### src/rtl/thermo_pkg.sv
package thermo_pkg;
  typedef enum logic [1:0] {
    SEL_CFG  = 2'd0,
    SEL_HI   = 2'd1,
    SEL_LO   = 2'd2,
    SEL_NONE = 2'd3
  } reg_sel_e;

  localparam int B_DONE   = 7;
  localparam int B_HIF    = 6;
  localparam int B_LOF    = 5;
  localparam int B_BUSY   = 4;
  localparam int B_ONE    = 3;
  localparam int B_ZERO   = 2;
  localparam int B_HOST   = 1;
  localparam int B_SINGLE = 0;
endpackage

### src/rtl/limit_cmp.sv
module limit_cmp #(
  parameter int TW = 8
) (
  input  logic [TW-1:0] temp,
  input  logic [TW-1:0] hi_lim,
  input  logic [TW-1:0] lo_lim,
  output logic          at_or_above,
  output logic          at_or_below
);
  always_comb begin
    at_or_above = $signed(temp) >= $signed(hi_lim);
    at_or_below = $signed(temp) <= $signed(lo_lim);
  end
endmodule

### src/rtl/sticky_flag.sv
module sticky_flag (
  input  logic clk,
  input  logic rst_n,
  input  logic set,
  input  logic clr,
  output logic q
);
  always_ff @(posedge clk) begin
    if (!rst_n) q <= 1'b0;
    else        q <= set | (q & ~clr);
  end
endmodule

### src/rtl/nv_busy_timer.sv
module nv_busy_timer #(
  parameter int BUSY_CYCLES = 10000
) (
  input  logic clk,
  input  logic rst_n,
  input  logic start,
  output logic busy
);
  localparam int CW = $clog2(BUSY_CYCLES + 1);
  localparam logic [CW-1:0] LOAD = CW'(BUSY_CYCLES);

  logic [CW-1:0] remain;

  always_ff @(posedge clk) begin
    if (!rst_n)               remain <= '0;
    else if (start)           remain <= LOAD;
    else if (remain != '0)    remain <= remain - 1'b1;
  end

  assign busy = (remain != '0);
endmodule

### src/rtl/thermo_status_reg.sv
module thermo_status_reg
  import thermo_pkg::*;
#(
  parameter int TW          = 8,
  parameter int CLK_KHZ     = 1000,
  parameter int NV_WRITE_MS = 10
) (
  input  logic          clk,
  input  logic          rst_n,
  input  logic          conv_start,
  input  logic          conv_valid,
  output logic          conv_ready,
  input  logic [TW-1:0] conv_temp,
  input  logic          wr_en,
  input  logic [1:0]    wr_sel,
  input  logic [7:0]    wr_data,
  output logic [7:0]    cfg_byte,
  output logic [TW-1:0] th_out,
  output logic [TW-1:0] tl_out,
  output logic          t_high,
  output logic          t_low
);
  localparam int BUSY_CYCLES = CLK_KHZ * NV_WRITE_MS;
  localparam logic [TW-1:0] HI_RST = {1'b0, {(TW-1){1'b1}}};
  localparam logic [TW-1:0] LO_RST = {1'b1, {(TW-1){1'b0}}};
  localparam int NFLAG = 2;

  reg_sel_e    sel;
  logic        busy, wr_ok, cfg_wr, hi_wr, lo_wr, mode_chg, nv_start;
  logic        conv_fire, done_q, host_q, single_q;
  logic        ge_hi, le_lo;
  logic [NFLAG-1:0] flag_set, flag_clr, flag_q;

  assign sel        = reg_sel_e'(wr_sel);
  assign conv_ready = 1'b1;
  assign conv_fire  = conv_valid & conv_ready;
  assign wr_ok      = wr_en & ~busy;
  assign cfg_wr     = wr_ok && (sel == SEL_CFG);
  assign hi_wr      = wr_ok && (sel == SEL_HI);
  assign lo_wr      = wr_ok && (sel == SEL_LO);
  assign mode_chg   = cfg_wr && (wr_data[B_HOST:B_SINGLE] != {host_q, single_q});
  assign nv_start   = hi_wr | lo_wr | mode_chg;

  limit_cmp #(.TW(TW)) u_cmp (
    .temp(conv_temp), .hi_lim(th_out), .lo_lim(tl_out),
    .at_or_above(ge_hi), .at_or_below(le_lo)
  );

  nv_busy_timer #(.BUSY_CYCLES(BUSY_CYCLES)) u_busy (
    .clk(clk), .rst_n(rst_n), .start(nv_start), .busy(busy)
  );

  assign flag_set = {conv_fire & ge_hi, conv_fire & le_lo};
  assign flag_clr = {cfg_wr & ~wr_data[B_HIF], cfg_wr & ~wr_data[B_LOF]};

  for (genvar g = 0; g < NFLAG; g++) begin : g_flag
    sticky_flag u_flag (
      .clk(clk), .rst_n(rst_n),
      .set(flag_set[g]), .clr(flag_clr[g]), .q(flag_q[g])
    );
  end

  always_ff @(posedge clk) begin
    if (!rst_n) begin
      done_q   <= 1'b1;
      host_q   <= 1'b0;
      single_q <= 1'b0;
      th_out   <= HI_RST;
      tl_out   <= LO_RST;
      t_high   <= 1'b0;
      t_low    <= 1'b0;
    end else begin
      if (conv_fire) begin
        done_q <= 1'b1;
        t_high <= ge_hi;
        t_low  <= le_lo;
      end else if (conv_start) begin
        done_q <= 1'b0;
      end
      if (cfg_wr) begin
        host_q   <= wr_data[B_HOST];
        single_q <= wr_data[B_SINGLE];
      end
      if (hi_wr) th_out <= wr_data[TW-1:0];
      if (lo_wr) tl_out <= wr_data[TW-1:0];
    end
  end

  always_comb begin
    cfg_byte           = '0;
    cfg_byte[B_DONE]   = done_q;
    cfg_byte[B_HIF]    = flag_q[1];
    cfg_byte[B_LOF]    = flag_q[0];
    cfg_byte[B_BUSY]   = busy;
    cfg_byte[B_ONE]    = 1'b1;
    cfg_byte[B_ZERO]   = 1'b0;
    cfg_byte[B_HOST]   = host_q;
    cfg_byte[B_SINGLE] = single_q;
  end
endmodule

### config.mk
export PLATFORM = sky130hd
export DESIGN_NAME = thermo_status_reg
export DESIGN_NICKNAME = d
export VERILOG_FILES = /design/src/rtl/thermo_pkg.sv /design/src/rtl/limit_cmp.sv /design/src/rtl/sticky_flag.sv /design/src/rtl/nv_busy_timer.sv /design/src/rtl/thermo_status_reg.sv
export SDC_FILE = /design/constraint.sdc
export NUM_CORES = 1
export LEC_CHECK = 0
export ABC_AREA = 1
export BUFFER_PORTS_ARGS = -buffer_cell sky130_fd_sc_hd__clkbuf_2
export CAP_MARGIN = 20
export CORE_MARGIN = 4
export CORE_UTILIZATION = 40
export DETAILED_ROUTE_END_ITERATION = 6
export PLACE_DENSITY_LB_ADDON = 0.15
export SETUP_SLACK_MARGIN = 0.15
export SLEW_MARGIN = 25
export SYNTH_ARGS = -nofsm -noshare
export SYNTH_HDL_FRONTEND = slang
export SYNTH_SLANG_ARGS = --single-unit
### constraint.sdc
create_clock -name clk -period 3.26 [get_ports clk]
set_clock_uncertainty 0.15 [all_clocks]
set_input_delay 0.652 -clock clk [delete_from_list [all_inputs] [get_ports clk]]
set_output_delay 0.652 -clock clk [all_outputs]
set_load 0.01 [all_outputs]
# After elaboration in Yosys (flattened, before gate mapping)
# Cells that the tools add are included.
op_classes:
  n_addsub: 1
  magnitude_cmp: 2
  n_eq_ne: 3
  n_mux: 2
  bitwise_logic: 17
  n_reduce_logical: 9
op_table:
  columns: ["operator", "n"]
  rows:
  - ["2-to-1 mux 14 bit", 2]
  - ["nonzero test 14 bit", 1]
  - ["subtractor 14 x 1 -> 14 bit (second input constant)", 1]
  - ["greater-or-equal comparator 8 bit", 1]
  - ["<= comparator 8 bit", 1]
  - ["AND 1 bit", 7]
  - ["inverter 1 bit", 6]
  - ["logical AND 1 bit", 4]
  - ["bitwise OR 1 bit", 4]
  - ["OR reduction 2 bit", 2]
  - ["equality test 2 x 1 -> 1 bit (second input constant)", 1]
  - ["equality test 2 bit (second input constant)", 1]
  - ["zero test 2 bit", 1]
  - ["!= test 2 bit", 1]
  - ["nonzero test 2 bit", 1]
totals:
  register_bits: 37
  output_inout_bits: 27

# Depth between registers and ports, before layout
logic_depth:
  ltp_word: 8
  depth_mapped: 13
  depth_no_buf: 13

# Modules after synthesis
# A second synthesis with hierarchy kept.
unflattened:
  hier_cells: 367
  hier_area_um2: 2418.6
modules_own_cells:
  columns: ["mod", "instances", "cells_each", "area_each_um2", "seq_area_each_um2"]
  rows:
  - ["thermo_status_reg", 1, 149, 1002.2, 420.4]
  - ["nv_busy_timer", 1, 124, 853.3, 280.3]
  - ["limit_cmp", 1, 82, 475.5, 0.0]
  - ["sticky_flag", 2, 6, 43.8, 20.0]

# Worst setup path before layout
# No wires, ideal clock.
synth_path:
  path_type: "input-to-reg"
  startpoint: "in conv_temp[7]"
  endpoint: "reg g_flag[1].u_flag.q"
  setup_time_ns: 0.114
  arrival_time_ns: 1.529
  t_required_ns: 2.996
  path_slack_ns: 1.468
  stages: 8
  path_buffers: 0
  cell_sequence: "ha_1 > a21o_1 > nor2_1 > nand2_1 > nand2_1 > nand3_1 > nand2_1 > nand2_1"
synth_via:
  elab_chain_len: 3
synth_lines:
  columns: ["item", "line", "source"]
  rows:
  - ["start: declaration", "thermo_status_reg.sv:13", "input logic [TW-1:0] conv_temp,"]
  - ["greater-or-equal comparator 8 bit", "limit_cmp.sv:11", "at_or_above = $signed(temp) >= $signed(hi_lim);"]
  - ["AND 1 bit", "thermo_status_reg.sv:53", "assign flag_set = {conv_fire & ge_hi, conv_fire & le_lo};"]
  - ["bitwise OR 1 bit", "sticky_flag.sv:10", "else q <= set | (q & ~clr);"]
  - ["end signal: assignment", "sticky_flag.sv:10", null]
  - ["end: declaration", "sticky_flag.sv:6", "output logic q"]
# Every way passes these cells.
# A chain may end at the register's enable or synchronous reset.

# Worst setup path in the final report
layout_path:
  startpoint: "reg u_busy.remain[0]"
  endpoint: "out cfg_byte[4]"
layout_via:
  elab_chain_len: 1
layout_lines:
  columns: ["item", "line", "source"]
  rows:
  - ["start: declaration", "nv_busy_timer.sv:12", "logic [CW-1:0] remain;"]
  - ["start signal: assignment", "nv_busy_timer.sv:17", "else if (remain != '0) remain <= remain - 1'b1;"]
  - ["nonzero test 14 bit", "nv_busy_timer.sv:20", "assign busy = (remain != '0);"]
  - ["end: declaration", "thermo_status_reg.sv:17", "output logic [7:0] cfg_byte,"]
# Every way passes these cells.

==> tab_implementation.tex <==
\begin{tabular}{lr}
\hline
Metric & Value \\
\hline
\multicolumn{2}{l}{\textbf{Outcome}} \\
\quad Result of the run & finished clean \\
\multicolumn{2}{l}{\textbf{Logic synthesis}} \\
\quad EDFF count, synth & 0 \\
\quad Count leader, synth & sky130\_fd\_sc\_hd\_\_nand2\_1 \\
\quad Async S/R FF share, synth & 0 \\
\quad Sequential area share after synthesis & 0.322 \\
\quad Count of yosys warnings during synthesis & 0 \\
\quad Area share of the largest cell type after synthesis & 0.322 \\
\quad Syn Area/Cell & between 6 and 7 sq um \\
\quad Number of standard cells after synthesis & roughly 330 \\
\quad Dominant synthesized flop cell & sky130\_fd\_sc\_hd\_\_dfxtp\_1 \\
\quad Post-synthesis cell type with the largest combined area & sky130\_fd\_sc\_hd\_\_dfxtp\_1 \\
\quad Register bit count reported by yosys & 37 \\
\quad Synth top area cells & sky130\_fd\_sc\_hd\_\_dfxtp\_1, sky130\_fd\_sc\_hd\_\_nand2\_1, sky130\_fd\_sc\_hd\_\_ha\_1, sky130\_fd\_sc\_hd\_\_nand3\_1, sky130\_fd\_sc\_hd\_\_inv\_1 \\
\quad Top cells by instance count after synthesis & sky130\_fd\_sc\_hd\_\_nand2\_1, sky130\_fd\_sc\_hd\_\_inv\_1, sky130\_fd\_sc\_hd\_\_nand3\_1, sky130\_fd\_sc\_hd\_\_nor2\_1, sky130\_fd\_sc\_hd\_\_dfxtp\_1 \\
\quad Library cells used by synthesis & 29 \\
\quad Synth Cell Area & 0.00230 sq mm \\
\multicolumn{2}{l}{\textbf{Clock tree}} \\
\quad Hold buffer count at CTS & 0 \\
\quad Clock transition at path regs & $\sim$0.070 ns \\
\quad Setup fix buffers added after clock tree synthesis & 0 \\
\quad TritonCTS clock tree & built \\
\quad Worst-skew pair later-pin latency & just under 0.3 ns \\
\quad TritonCTS Sinks & 37 \\
\quad Number of buffers inserted during clock tree synthesis & 5 \\
\quad Number of buffers on the longest clock path & 2 \\
\quad Clock root cell & sky130\_fd\_sc\_hd\_\_clkbuf\_8 \\
\quad Number of resized instances in the post-cts repair step & 0 \\
\quad Number of H-tree branching levels & 2 \\
\multicolumn{2}{l}{\textbf{Power}} \\
\quad Pleak & $\sim$1.5 nW \\
\quad Overall power after layout & roughly 1.6 mW \\
\quad Pwr per Cell Area & around 640 mW/mm\^{}2 \\
\quad Peak supply drop & 0.258 mV \\
\multicolumn{2}{l}{\textbf{Die}} \\
\quad Core ar. & $\sim$0.0055 sq mm \\
\quad Number of ports placed on the die boundary & 50 \\
\quad Die height & roughly 84 um \\
\quad Placement row count & 27 \\
\quad Area of the die & around 0.0070 sq mm \\
\quad Effective utilization at floorplan & 0.415 \\
\quad Die Width & roughly 84 um \\
\multicolumn{2}{l}{\textbf{Routing}} \\
\quad Routed wirelength normalized by instance count & 11.9 um \\
\quad Total routed wirelength & approximately 5.3 mm \\
\quad Remaining routing DRC violations & 0 \\
\quad Via count & between 2,000 and 2,500 \\
\quad Number of iterations in the first detailed-routing pass & 4 \\
\quad Remaining number of nets flagged by the antenna check after routing & 0 \\
\quad Routed via count divided by cell count & between 4 and 5 \\
\quad DRC marker count from the first detailed-route iteration & 111 \\
\multicolumn{2}{l}{\textbf{Layout}} \\
\quad Final net count & roughly 410 \\
\quad Util after Layout & 0.467 \\
\quad Post-synthesis to final-layout area growth & 12.7\% \\
\quad Diode insertion count for antenna repair & 0 \\
\quad Layout cells sized above 1 & 0.183 \\
\multicolumn{2}{l}{\textbf{Setup path}} \\
\quad Worst R2R Start & u\_busy.remain[0]\$\_SDFFE\_PP0P\_ \\
\quad Arrival time at the worst endpoint & $\sim$1.4 ns \\
\quad Reg2Reg Capture Point & tl\_out[5]\$\_SDFFE\_PN0P\_ \\
\quad Startpoint type of the worst setup path & flip-flop \\
\quad Setup slack of the worst register-to-register path & 1.20 ns \\
\quad Required @ worst endpoint & between 2 and 2.5 ns \\
\quad Worst r2r path cells & 9 \\
\quad Start-to-end type of the worst setup path & reg2out \\
\quad Worst-path fanout max & 6 \\
\quad Endpoint class of the critical path & output port \\
\multicolumn{2}{l}{\textbf{Placement}} \\
\quad Number of port buffers & 46 \\
\quad Sum of net half-perimeters after detailed placement & between 4 and 5 mm \\
\quad Final estimated routing congestion in global placement & just over 0.8 \\
\multicolumn{2}{l}{\textbf{GRT}} \\
\quad Remaining Overflow, GRT & 0 \\
\quad Maximum number of pins on one net before global-route repair & 24 \\
\quad All-Layer GR Usage & 0.159 \\
\quad First-pass GRT wire length & a little over 9 mm \\
\quad Vias in the first global route & roughly 1,900 \\
\quad Initial antenna violation count & 0 \\
\multicolumn{2}{l}{\textbf{Worst hold path}} \\
\quad Cell depth of the worst min-delay path & 2 \\
\quad Hold Crit Start & t\_high\$\_SDFFE\_PN0P\_ \\
\quad Kind of path behind the tightest hold check & reg2reg \\
\quad Sink of the worst hold path & t\_high\$\_SDFFE\_PN0P\_ \\
\multicolumn{2}{l}{\textbf{Flow run}} \\
\quad Count of maximum capacitance violations & 0 \\
\multicolumn{2}{l}{\textbf{STA}} \\
\quad Worst slew margin relative to its limit & 0.519 \\
\quad Final setup violating endpoints & 0 \\
\quad Worst-margin pin slew & $\sim$0.72 ns \\
\quad Setup repair after global routing missed its margin & false \\
\quad Number of max-slew violations in the final report & 0 \\
\quad Shortest period the worst path allows & around 2.2 ns \\
\quad Number of hold-slack violations in the final timing report & 0 \\
\quad Setup TNS after final layout & 0 ns \\
\quad Fmax & $\sim$0.45 GHz \\
\quad Part of the cycle the worst path needs & 0.680 \\
\hline
\end{tabular}
[critical path, cell delays in order (launching register included)]
cell and delay [ns]:
sky130_fd_sc_hd__dfxtp_1 0.30, sky130_fd_sc_hd__inv_1 0.15, sky130_fd_sc_hd__ha_1 0.21, sky130_fd_sc_hd__nor3b_1 0.22, sky130_fd_sc_hd__nand2_1 0.11, sky130_fd_sc_hd__clkbuf_2 0.14
[report_power, final]
group / total (mW) / internal [mW] / switching [mW]
logic: 0.760 / 0.286 / 0.474
registers: 0.587 / 0.526 / 0.0613
clock network: 0.298 / 0.141 / 0.157
[stage by stage]
stage,hold WS (ns),std cells,instance area [sq um],setup slack [ns]
after global routing,0.327,444,2590,0.914
final,0.304,444,2590,1.04
after detailed placement,0.296,438,2510,1.08
after CTS,0.308,444,2590,1.02
after global placement,0.290,438,2510,1.14
after floorplan,0.291,335,2300,1.47
[placed cells by master, fill, tap and decap left out, drive strengths merged]
master,count
a21o,1
a21oi,14
clkbuf,51
clkinv,1
conb,3
dfxtp,37
ha,18
inv,51
nand2,83
nand3,47
nand4,3
nor2,45
nor3b,1
o211ai,2
o21ai,5
o21bai,1
or2,1
xnor2,4
xor2,4
[registers in the layout, summed over array words and instances, names as in the netlist]
signal,count
done_q,1
g_flag.u_flag.q,2
host_q,1
single_q,1
t_high,1
t_low,1
th_out,8
tl_out,8
u_busy.remain,14
[cell families after synthesis]
family / synth area share
xor+xnor: 0.0305
other cells: 0.00327
simple gates: 0.356
flops: 0.322
buf+inv: 0.130
fa+ha+maj: 0.0980
compound gates: 0.0605
[how the worst max path moves through the flow]
stage	to	from
finish	cfg_byte[4]	u_busy.remain[0]$_SDFFE_PP0P_
global route	cfg_byte[4]	u_busy.remain[0]$_SDFFE_PP0P_
CTS	cfg_byte[4]	u_busy.remain[0]$_SDFFE_PP0P_
detailed placement	tl_out[5]$_SDFFE_PN0P_	wr_sel[1]
global placement	tl_out[3]$_SDFFE_PN0P_	wr_sel[1]
floorplan	g_flag[1].u_flag.q$_SDFF_PN0_	conv_temp[7]
[final cells by class]
type / count / area, sq um
Clock buffer: 5 / 68.8
Clock inverter: 1 / 5.00
Fill cell: 600 / 2950
Inverter: 51 / 191
Multi-Input combinational cell: 232 / 1260
Sequential cell: 37 / 741
Tap cell: 72 / 90.1
Timing Repair Buffer: 46 / 230
[per-layer routing]
metal  vias up  GRT usage  wire [um]
met5         -          0          0
met1       899      0.237       2770
met2        61      0.220       2160
met4         0     0.0453         48
li1       1115          -          -
met3         4     0.0434        303
Power figures use the tool's default switching activity.
